**config.mk**
```make
export PLATFORM = sky130hd
export DESIGN_NAME = spi_xfer_port
export DESIGN_NICKNAME = d
export VERILOG_FILES = /design/src/rtl/spi_xfer_pkg.sv /design/src/rtl/spi_sck_gen.sv /design/src/rtl/spi_shifter.sv /design/src/rtl/spi_xfer_port.sv
export SDC_FILE = /design/constraint.sdc
export NUM_CORES = 1
export LEC_CHECK = 0
export ABC_AREA = 1
export BUFFER_PORTS_ARGS = -buffer_cell sky130_fd_sc_hd__buf_2
export CAP_MARGIN = 5
export CORE_UTILIZATION = 55
export CTS_BUF_LIST = sky130_fd_sc_hd__clkbuf_4 sky130_fd_sc_hd__clkbuf_8
export CTS_CLUSTER_DIAMETER = 200
export DETAILED_ROUTE_END_ITERATION = 10
export GPL_ROUTABILITY_DRIVEN = 0
export GPL_TIMING_DRIVEN = 0
export PLACE_DENSITY = 0.75
export SYNTH_ARGS = -nofsm -noshare
export SYNTH_HDL_FRONTEND = slang
export SYNTH_HIERARCHICAL = 1
export SYNTH_SLANG_ARGS = --single-unit
```
**constraint.sdc**
```tcl
create_clock -name clk -period 3.1 [get_ports clk]
set_clock_uncertainty 0.05 [all_clocks]
set_input_delay 0.93 -clock clk [delete_from_list [all_inputs] [get_ports clk]]
set_output_delay 0.93 -clock clk [all_outputs]
set_load 0.01 [all_outputs]
```
**src/rtl/spi_xfer_pkg.sv**
```systemverilog
package spi_xfer_pkg;

  localparam logic [1:0] ADDR_DATA = 2'd0;
  localparam logic [1:0] ADDR_CTRL = 2'd1;
  localparam logic [1:0] ADDR_STAT = 2'd2;

  localparam int ST_FULL = 0;
  localparam int ST_COLL = 1;
  localparam int ST_OVR  = 2;
  localparam int ST_DONE = 3;
  localparam int ST_BUSY = 4;
  localparam int ST_W    = 5;

  typedef struct packed {
    logic       open_drain;
    logic       ss_en;
    logic [1:0] div_sel;
    logic       sample_end;
    logic       out_on_lead;
    logic       idle_hi;
    logic       slave;
  } ctrl_t;

endpackage

```
**src/rtl/spi_sck_gen.sv**
```systemverilog
module spi_sck_gen #(
  parameter int DIV_BASE_LOG2 = 2
) (
  input  logic       clk,
  input  logic       rst,
  input  logic       run,
  input  logic       idle_hi,
  input  logic [1:0] div_sel,
  output logic       edge_o,
  output logic       lead_o,
  output logic       sck_lvl_o
);
  localparam int CNT_W = DIV_BASE_LOG2 + 4;
  localparam int SH_W  = $clog2(CNT_W + 1);

  logic [CNT_W-1:0] cnt;
  logic [CNT_W-1:0] half_m1;
  logic [1:0]       sel_eff;
  logic [SH_W-1:0]  shamt;
  logic             lvl;

  always_comb begin
    sel_eff = (div_sel == 2'd3) ? 2'd2 : div_sel;
    shamt   = SH_W'(DIV_BASE_LOG2 - 1 + 2 * int'(sel_eff));
    half_m1 = (CNT_W'(1) << shamt) - CNT_W'(1);
  end

  always_ff @(posedge clk) begin
    if (rst || !run) begin
      cnt <= '0;
      lvl <= idle_hi;
    end else if (cnt == half_m1) begin
      cnt <= '0;
      lvl <= ~lvl;
    end else begin
      cnt <= cnt + CNT_W'(1);
    end
  end

  assign edge_o    = run && (cnt == half_m1);
  assign lead_o    = (lvl == idle_hi);
  assign sck_lvl_o = lvl;
endmodule

```
**src/rtl/spi_shifter.sv**
```systemverilog
module spi_shifter #(
  parameter int DATA_W = 8
) (
  input  logic              clk,
  input  logic              rst,
  input  logic              clear,
  input  logic              edge_i,
  input  logic              lead_i,
  input  logic              out_on_lead,
  input  logic              sample_end,
  input  logic              load,
  input  logic [DATA_W-1:0] load_data,
  input  logic              sdi_i,
  output logic              sdo_o,
  output logic              active_o,
  output logic              done_o,
  output logic [DATA_W-1:0] rx_o
);
  localparam int EDGES = 2 * DATA_W;
  localparam int K_W   = $clog2(EDGES + 1);

  logic [K_W-1:0]    k, k_next;
  logic [DATA_W-1:0] tx, rx, rx_next;
  logic is_out, last, shift_now, samp_now;

  always_comb begin
    k_next    = k + K_W'(1);
    is_out    = out_on_lead ? lead_i : !lead_i;
    last      = (k_next == K_W'(EDGES));
    shift_now = edge_i && is_out && (k_next != K_W'(1));
    samp_now  = edge_i && (sample_end ? ((is_out && (k_next != K_W'(1))) || last)
                                      : !is_out);
    rx_next   = samp_now ? {rx[DATA_W-2:0], sdi_i} : rx;
  end

  always_ff @(posedge clk) begin
    if (rst)            tx <= '0;
    else if (load)      tx <= load_data;
    else if (shift_now) tx <= {tx[DATA_W-2:0], 1'b0};
  end

  always_ff @(posedge clk) begin
    if (rst || clear) begin
      k  <= '0;
      rx <= '0;
    end else if (edge_i) begin
      k  <= last ? '0 : k_next;
      rx <= rx_next;
    end
  end

  assign sdo_o    = tx[DATA_W-1];
  assign active_o = (k != '0);
  assign done_o   = edge_i && last;
  assign rx_o     = rx_next;
endmodule

```
**src/rtl/spi_xfer_port.sv**
```systemverilog
module spi_xfer_port
  import spi_xfer_pkg::*;
#(
  parameter int DATA_W        = 8,
  parameter int DIV_BASE_LOG2 = 2
) (
  input  logic              clk,
  input  logic              rst,
  input  logic              bus_sel,
  input  logic              bus_wr,
  input  logic              bus_rd,
  input  logic [1:0]        bus_addr,
  input  logic [DATA_W-1:0] bus_wdata,
  output logic [DATA_W-1:0] bus_rdata,
  output logic              irq,
  input  logic              sck_in,
  output logic              sck_out,
  output logic              sck_oe,
  output logic              sdo_out,
  output logic              sdo_oe,
  input  logic              sdi,
  input  logic              ss_n
);
  ctrl_t             ctrl_q;
  logic [DATA_W-1:0] buf_q;
  logic              full, coll, ovf, irq_flag, run;
  logic [2:0]        sck_s;
  logic [1:0]        sdi_s, ss_s;

  logic m_edge, m_lead, m_lvl;
  logic edge_sel, lead_sel, sdi_sel, ss_block, busy;
  logic wr_buf, rd_buf, wr_stat, load, coll_clr;
  logic sh_sdo, sh_active, done;
  logic [DATA_W-1:0] rx_byte;
  logic [ST_W-1:0]   stat;
  logic drive_sdo;

  always_ff @(posedge clk) begin
    if (rst) begin
      sck_s <= '0;
      sdi_s <= '0;
      ss_s  <= '1;
    end else begin
      sck_s <= {sck_s[1:0], sck_in};
      sdi_s <= {sdi_s[0], sdi};
      ss_s  <= {ss_s[0], ss_n};
    end
  end

  spi_sck_gen #(.DIV_BASE_LOG2(DIV_BASE_LOG2)) u_gen (
    .clk(clk), .rst(rst), .run(run && !ctrl_q.slave),
    .idle_hi(ctrl_q.idle_hi), .div_sel(ctrl_q.div_sel),
    .edge_o(m_edge), .lead_o(m_lead), .sck_lvl_o(m_lvl)
  );

  always_comb begin
    edge_sel  = ctrl_q.slave ? (sck_s[1] ^ sck_s[2]) : m_edge;
    lead_sel  = ctrl_q.slave ? (sck_s[1] != ctrl_q.idle_hi) : m_lead;
    sdi_sel   = ctrl_q.slave ? sdi_s[1] : sdi;
    ss_block  = ctrl_q.slave && ctrl_q.ss_en && ss_s[1];
    busy      = ctrl_q.slave ? sh_active : run;
    wr_buf    = bus_sel && bus_wr && (bus_addr == ADDR_DATA);
    rd_buf    = bus_sel && bus_rd && (bus_addr == ADDR_DATA);
    wr_stat   = bus_sel && bus_wr && (bus_addr == ADDR_STAT);
    coll_clr  = wr_stat && bus_wdata[ST_COLL];
    load      = wr_buf && !busy;
    drive_sdo = !ss_block;
    stat      = '0;
    stat[ST_FULL] = full;
    stat[ST_COLL] = coll;
    stat[ST_OVR]  = ovf;
    stat[ST_DONE] = irq_flag;
    stat[ST_BUSY] = busy;
  end

  spi_shifter #(.DATA_W(DATA_W)) u_shift (
    .clk(clk), .rst(rst), .clear(ss_block),
    .edge_i(edge_sel), .lead_i(lead_sel),
    .out_on_lead(ctrl_q.out_on_lead),
    .sample_end(ctrl_q.sample_end && !ctrl_q.slave),
    .load(load), .load_data(bus_wdata), .sdi_i(sdi_sel),
    .sdo_o(sh_sdo), .active_o(sh_active), .done_o(done), .rx_o(rx_byte)
  );

  always_ff @(posedge clk) begin
    if (rst) begin
      ctrl_q    <= '0;
      buf_q     <= '0;
      full      <= 1'b0;
      coll      <= 1'b0;
      ovf       <= 1'b0;
      irq_flag  <= 1'b0;
      run       <= 1'b0;
      bus_rdata <= '0;
    end else begin
      if (bus_sel && bus_wr && (bus_addr == ADDR_CTRL)) ctrl_q <= ctrl_t'(bus_wdata[7:0]);

      if (load && !ctrl_q.slave) run <= 1'b1;
      else if (done)             run <= 1'b0;

      if (done) begin
        if (full && !rd_buf) ovf <= 1'b1;
        else begin
          buf_q <= rx_byte;
          full  <= 1'b1;
        end
      end else if (rd_buf) begin
        full <= 1'b0;
      end
      if (!done && wr_stat && bus_wdata[ST_OVR]) ovf <= 1'b0;

      if (done)                                irq_flag <= 1'b1;
      else if (wr_stat && bus_wdata[ST_DONE])  irq_flag <= 1'b0;

      if (wr_buf && busy) coll <= 1'b1;
      else if (coll_clr)  coll <= 1'b0;

      if (bus_sel && bus_rd) begin
        case (bus_addr)
          ADDR_DATA: bus_rdata <= buf_q;
          ADDR_CTRL: bus_rdata <= DATA_W'(ctrl_q);
          ADDR_STAT: bus_rdata <= DATA_W'(stat);
          default:   bus_rdata <= '0;
        endcase
      end
    end
  end

  always_ff @(posedge clk) begin
    if (rst) begin
      sck_out <= 1'b0;
      sck_oe  <= 1'b0;
      sdo_out <= 1'b0;
      sdo_oe  <= 1'b0;
    end else begin
      if (ctrl_q.slave) begin
        sck_out <= 1'b0;
        sck_oe  <= 1'b0;
      end else if (ctrl_q.open_drain) begin
        sck_out <= 1'b0;
        sck_oe  <= !m_lvl;
      end else begin
        sck_out <= m_lvl;
        sck_oe  <= 1'b1;
      end
      if (ctrl_q.open_drain) begin
        sdo_out <= 1'b0;
        sdo_oe  <= drive_sdo && !sh_sdo;
      end else begin
        sdo_out <= sh_sdo;
        sdo_oe  <= drive_sdo;
      end
    end
  end

  assign irq = irq_flag;
endmodule

```
* Word level (Yosys, flattened, before mapping)
Cells that the tools add are included.
Word-level totals: register bits after elaboration 68, bits in latches 0, bits in writable memories 0, memory bits (read-only) 0, input port bits 18, output and inout bits 13, word-level logic and storage cells 122, memories 0
Cells by class: $add $sub $neg 4, $mul 0, divide/modulo/power cells 0, $lt $le $gt $ge 0, equal/unequal tests 9, shift operators 1, muxes and demuxes 25, bitwise logic cells 3, reductions and logical operators 54
Operators with widths (number):
- 1-bit logical AND | 25
- 8-bit two-way mux | 3
- 8-bit case mux with 3 select lines | 1
- 1-bit two-way mux | 19
- 2-bit nonzero test | 6
- 1-bit zero test | 10
- 2-bit OR reduction | 4
- 6-bit by 1-bit adder with 6-bit output (second input constant) | 1
- 6-bit == test | 1
- 2-bit AND reduction | 3
- 1-bit by 3-bit left shift with 6-bit output (first input constant) | 1
- 6-bit by 2-bit subtractor with 6-bit output (second input constant) | 1
- 5-bit by 1-bit adder with 5-bit output (second input constant) | 1
- 5-bit == test (second input constant) | 1
- 5-bit two-way mux | 1
- 5-bit by 1-bit inequality test with 1-bit output (second input constant) | 1
- 5-bit nonzero test | 1
- 2-bit == test (second input constant) | 2
- 1-bit by 3-bit adder with 3-bit output (first input constant) | 1
- 1-bit logical OR | 3
- 3-bit OR reduction | 1
- 2-bit by 1-bit == test with 1-bit output (second input constant) | 1
- 2-bit zero test | 1
- 2-bit two-way mux | 1
- other kinds (5) | 6

* Longest topological paths before layout
depth in word-level cells 13, mapped depth 19, mapped depth without buffers 19

* Hierarchy
Netlist, hierarchy kept.
Modules (own cells, without submodules):
- spi_xfer_port | instances 1, cells each 211, area each 1577.8 sq um, sequential area each 800.8 sq um
- spi_shifter | instances 1, cells each 170, area each 1212.4 sq um, sequential area each 420.4 sq um
- spi_sck_gen | instances 1, cells each 59, area each 446.7 sq um, sequential area each 150.1 sq um

* Worst setup path after synthesis
No wires, ideal clock.
path kind register to register, start point register ctrl_q[4] (netlist bit), end point register ovf, library setup time 0.070 ns, data arrival time 2.267 ns, data required time 2.980 ns, path slack 0.713 ns, stages on the path, launching flop included 17, path buffers 0, period minus slack after synthesis 2.387 ns, cells stage by stage dfxtp_1 > inv_1 > nand2_4 > ha_1 > nand2_1 > nand2_1 > nor2_4 > nand3_4 > nor2_1 > nand2_1 > o21ai_0 > clkinv_1 > nor2_1 > inv_1 > nand2_1 > o21ai_0 > a21oi_1
Between the ends: cells in the longest elaborated chain, start to end 13, elaborated cells between the ends (all ways) 14, classes of those cells add/sub: 2; eq/ne: 2; shift: 1; mux: 2; reduce/logical: 7
Ends and longest elaborated chain:
- start: declaration | line spi_xfer_port.sv:24 | ctrl_t ctrl_q;
- start signal: assignment | line spi_xfer_port.sv:96 | if (bus_sel && bus_wr && (bus_addr == ADDR_CTRL)) ctrl_q <= ctrl_t'(bus_wdata[7:0]);
- 2-bit == test | line spi_sck_gen.sv:23 | sel_eff = (div_sel == 2'd3) ? 2'd2 : div_sel;
- 2-bit two-way mux * | line spi_sck_gen.sv:23
- 1-bit by 3-bit adder with 3-bit output * | line spi_sck_gen.sv:24 | shamt = SH_W'(DIV_BASE_LOG2 - 1 + 2 * int'(sel_eff));
- 1-bit by 3-bit left shift with 6-bit output * | line spi_sck_gen.sv:25 | half_m1 = (CNT_W'(1) << shamt) - CNT_W'(1);
- 6-bit by 2-bit subtractor with 6-bit output * | line spi_sck_gen.sv:25
- 6-bit == test * | line spi_sck_gen.sv:40 | assign edge_o = run && (cnt == half_m1);
- 1-bit logical AND * | line spi_sck_gen.sv:40
- net m_edge | line spi_xfer_port.sv:30 | logic m_edge, m_lead, m_lvl;
- 1-bit two-way mux * | line spi_xfer_port.sv:57 | edge_sel = ctrl_q.slave ? (sck_s[1] ^ sck_s[2]) : m_edge;
- net edge_sel | line spi_xfer_port.sv:31 | logic edge_sel, lead_sel, sdi_sel, ss_block, busy;
- 1-bit logical AND * | line spi_shifter.sv:54 | assign done_o = edge_i && last;
- net done | line spi_xfer_port.sv:33 | logic sh_sdo, sh_active, done;
- 1-bit zero test | line spi_xfer_port.sv:110 | if (!done && wr_stat && bus_wdata[ST_OVR]) ovf <= 1'b0;
- 1-bit logical AND (2 in a row) | line spi_xfer_port.sv:110
- 2-bit OR reduction (no source line)
- end signal: assignment | line spi_xfer_port.sv:91 | ovf <= 1'b0;
- end signal: assignment | line spi_xfer_port.sv:102 | if (full && !rd_buf) ovf <= 1'b1;
- end signal: assignment | line spi_xfer_port.sv:110
- end: declaration | line spi_xfer_port.sv:26 | logic full, coll, ovf, irq_flag, run;
Mark *: on every way through the listed nets, which the timed path passes. The rest lies on a longest branch. A chain may end at the register's enable or synchronous reset.

* Worst setup path in the final report
start point register ctrl_q[5] (netlist bit), end point register buf_q[6]
Between the ends: cells in the longest elaborated chain, start to end 10, elaborated cells between the ends (all ways) 12, classes of those cells add/sub: 2; eq/ne: 2; shift: 1; mux: 3; reduce/logical: 4
Ends and longest elaborated chain:
- 2-bit == test | line spi_sck_gen.sv:23
- 2-bit two-way mux * | line spi_sck_gen.sv:23
- 1-bit by 3-bit adder with 3-bit output * | line spi_sck_gen.sv:24
- 1-bit by 3-bit left shift with 6-bit output * | line spi_sck_gen.sv:25
- 6-bit by 2-bit subtractor with 6-bit output * | line spi_sck_gen.sv:25
- 6-bit == test * | line spi_sck_gen.sv:40
- 1-bit logical AND * | line spi_sck_gen.sv:40
- net m_edge | line spi_xfer_port.sv:30
- 1-bit two-way mux * | line spi_xfer_port.sv:57
- net edge_sel | line spi_xfer_port.sv:31
- 1-bit logical AND * | line spi_shifter.sv:54
- net done | line spi_xfer_port.sv:33
- 2-bit AND reduction (no source line) *
- end signal: assignment | line spi_xfer_port.sv:104 | buf_q <= rx_byte;
- end: declaration | line spi_xfer_port.sv:25 | logic [DATA_W-1:0] buf_q;
Marks and branches as above.

==> results.txt <==
Based on the critical path, the design can be clocked at up to 357.8 MHz. The required time of the worst setup path was 3.28 ns. The run gives 31 as the number of placed I/O pins. Leaving out filler cells and counting taps, the final layout contains 557. The run gives 0 as the number of endpoints failing setup at the final stage. Via count of the routed design: 2,749.

The tools report the number of buffers inserted for hold repair after clock tree synthesis as 0. Summed over all layers, the global routing overflow is 0. Summing internal, switching and leakage power gives 1.761 mW. Across all setup checks in the final design, the least slack found is 0.3050 ns.

The total power per unit cell area was 479.4 nW/um^2. Average instance area after synthesis: 7.356 um^2. Area share of the largest cell type after synthesis: 0.4144. The instance count after placement with tap cells included was 542; the flip-flop and latch count after synthesis was 68. The number of enable flip-flop cells after synthesis is 1, and the part of the Yosys area used for sequential elements is 0.4237.

The run gives 11 as the maximum number of pins on one net before global-route repair. Leading register cell type out of synthesis: sky130_fd_sc_hd__dfxtp_1. The all-layer global routing usage was 0.2491.

The worst setup path is launched from a flop. The tightest hold path in the finished design has a slack of 0.3566 ns. Fraction of final layout cells sized beyond drive strength 1: 0.2474.

The routed design has 6953 um of wire. In the routed layout, each cell is associated on average with a via count of 4.935. The first global-routing pass estimated 11,730 um of wire. In this run the cell area of the synthesized design comes to 3237 um^2. The post-synthesis net count is 462, and the count of TritonRoute iterations in the first routing pass is 4. The Yosys warning count came out at 6. The tree is rooted in a sky130_fd_sc_hd__clkbuf_8. The path class of the tightest hold or removal check is reg2reg. The routed wire length per instance was 12.48 um; the number of buffers added for setup after CTS was 0. The number of violations of the max-capacitance limit came out at 0. The tools report the startpoint of the tightest hold check path as sdi_s[0]. The final hold violation count was 0. For the violation count after the first detailed-route iteration, the log shows 141.

TritonCTS built the clock tree. The floorplan has 27 rows. During placement, the flow inserted port buffers numbering 30. The worst hold path endpoint is sdi_s[1].

The aggregate negative setup slack was 0 ns; the transition at the pin with the smallest max-transition slack was 0.6545 ns. The analysis attributes to cell leakage a power of 1.600 nW. The logs give 36 for the distinct cell type count after synthesis and 284.5 uV for the worst supply voltage drop on vdd. The number of clock buffers added by TritonCTS is 9. The hold path depth is 2, and the post-layout instance area is 3672 um^2.

Clock latency on the worst-skew pair, taken at its later pin, is 0.35 ns. The clock passes through at most 2 buffers. The final design utilization came out at 0.6588. The run finished with clean final reports. The run gives 0.31 ns as the slack of the worst reg-to-reg path. Setup repair after global routing left no endpoint under its margin. Once detail routing completed, the nets flagged for antenna violations numbered 0. The worst flop-to-flop path startpoint is ctrl_q[5]. The layout overhead on the synthesized area is 13.45%. Launching element of the worst setup path: ctrl_q[5]. The async set-or-reset flop fraction in the synthesized netlist came out at 0. The CTS sink count was 68; the clock slew at the register clock pins of the worst setup and hold paths was 0.07 ns. Area of the core region: 5574 um^2.

The floorplan step set the die width to 78.72 um. For the DRC violations left, the log shows 0. The most repeated cell in the gate-level netlist after synthesis was sky130_fd_sc_hd__nand2_1.

The worst slack at placement is 0.05720 ns, and the length in cells of the worst reg-to-reg path is 15. Minimum clock period after layout: 2.795 ns. For the number of nets in the layout, the log shows 503. By area the synthesized netlist is led by sky130_fd_sc_hd__dfxtp_1, sky130_fd_sc_hd__nand2_1, sky130_fd_sc_hd__inv_1. For the worst setup path, the data arrival time is 2.98 ns. The die is 78.72 um tall. The maximum fanout along the worst path came out at 9. The tools report the worst relative slew slack as 0.5591. The detailed-placement wirelength estimate was 5255 um. By startpoint and endpoint, the worst setup path is classified as reg2reg. The die covers 6196 um^2. The fraction of the cycle the final worst path needs is 0.9016.

The antenna cell count is 0. Counting every instance in the synthesized netlist gives 440. The final max-slew violation count was 0. The type of destination of the critical path was a flop. The worst register-to-register path ends at buf_q[6].

The number of global-route vias before repair came out at 2,545. The commonest cells after synthesis are sky130_fd_sc_hd__nand2_1, sky130_fd_sc_hd__dfxtp_1, sky130_fd_sc_hd__inv_1. The run gives 0.5807 as the starting density of the core. The logs give 0 for the number of antenna violations at the first check in global routing and 3 for the CTS H-tree depth. The largest total area in the synthesized netlist belongs to sky130_fd_sc_hd__dfxtp_1. The placed instances occupy a cell area of 3477 um^2.
==> power breakdown <==
part | switching (mW) | internal, mW | total, mW | leakage (nW)
logic | 0.0829 | 0.0433 | 0.126 | 0.942
registers | 0.0114 | 0.891 | 0.902 | 0.555
clock network | 0.317 | 0.415 | 0.732 | 0.104
==> worst max-delay path, stage by stage, from the launching register on <==
cell and delay, ns:
sky130_fd_sc_hd__dfxtp_1 0.43, sky130_fd_sc_hd__inv_1 0.12, sky130_fd_sc_hd__nand2_4 0.07, sky130_fd_sc_hd__ha_1 0.23
sky130_fd_sc_hd__nand2_1 0.07, sky130_fd_sc_hd__nand2_1 0.08, sky130_fd_sc_hd__nor2_4 0.10, sky130_fd_sc_hd__nand3_4 0.09
sky130_fd_sc_hd__nor2_1 0.11, sky130_fd_sc_hd__nand2_1 0.06, sky130_fd_sc_hd__o21ai_0 0.25, sky130_fd_sc_hd__inv_2 0.20
sky130_fd_sc_hd__nor2_1 0.35, sky130_fd_sc_hd__nand2_4 0.13, sky130_fd_sc_hd__o21ai_0 0.26, sky130_fd_sc_hd__nor2_1 0.06
==> how the worst max path moves through the flow <==
stage	to	slack (ns)
after global routing	ovf	0.007
after detailed placement	buf_q[6]	0.06
after global placement	buf_q[5]	0.13
final	buf_q[6]	0.31
after CTS	buf_q[6]	0.04
after floorplan	ovf	0.71
==> per-layer routing <==
| metal | track usage | vias up | part of all wire |
|---|---|---|---|
| met5 | 0 | - | 0 |
| met4 | 0.1056 | 0 | 0.015 |
| met1 | 0.3239 | 1225 | 0.49 |
| met3 | 0.05747 | 9 | 0.038 |
| li1 | - | 1465 | - |
| met2 | 0.3957 | 50 | 0.46 |
==> registers in the layout (all words and copies together), names as in the netlist, 2 cells and up <==
register	flops
buf_q	8
bus_rdata	8
ctrl_q	8
u_shift/rx	8
u_shift/tx	8
u_gen/cnt	6
u_shift/k	5
sck_s	3
sdi_s	2
ss_s	2
==> logic make-up after synthesis <==
family,count (synthesis),synth area share
and+or+nand+nor,229,0.3502
xor gates and xnor gates,7,0.01894
DFF,68,0.4237
buffers and inverters,72,0.08736
muxes,4,0.01391
AOI/OAI and AO/OA,56,0.09045
adders and majority gates,4,0.01546
==> area by class of cell <==
type	instances	area, um^2
fillers	505	1902
multi-input cells	300	1583
clock buffers	13	160.2
well taps	72	90.09
inverters	66	256.5
flip-flops and latches	68	1371
plain buffers	6	26.28
clock inverters	2	35.03
repair buffers	30	150.1
==> placed cells by master, fill, tap and decap left out, types with 2 or more instances in the layout <==
cell,n
sky130_fd_sc_hd__a211oi_1,2
sky130_fd_sc_hd__a21oi_1,22
sky130_fd_sc_hd__a31oi_1,4
sky130_fd_sc_hd__buf_2,30
sky130_fd_sc_hd__clkbuf_1,4
sky130_fd_sc_hd__clkbuf_4,3
sky130_fd_sc_hd__clkbuf_8,10
sky130_fd_sc_hd__clkinv_1,2
sky130_fd_sc_hd__clkinv_2,2
sky130_fd_sc_hd__dfxtp_1,67
sky130_fd_sc_hd__ha_1,4
sky130_fd_sc_hd__inv_1,51
sky130_fd_sc_hd__inv_2,10
sky130_fd_sc_hd__mux2_2,4
sky130_fd_sc_hd__nand2_1,89
sky130_fd_sc_hd__nand2_2,22
sky130_fd_sc_hd__nand2_4,8
sky130_fd_sc_hd__nand3_1,27
sky130_fd_sc_hd__nand4_1,4
sky130_fd_sc_hd__nor2_1,50
sky130_fd_sc_hd__nor2_2,19
sky130_fd_sc_hd__nor2_4,2
sky130_fd_sc_hd__o21ai_0,16
sky130_fd_sc_hd__o21ai_1,11
sky130_fd_sc_hd__or2_2,2
sky130_fd_sc_hd__xnor2_1,5
sky130_fd_sc_hd__xor2_1,2
==> what timing repair did <==
| item | CTS | global route |
|---|---|---|
| gates resized for setup | 0 | 2 |
| endpoints found under the hold margin | 0 | 0 |
| setup endpoints to repair | 0 | 20 |
No activity file was read; power rests on OpenSTA's default activity.
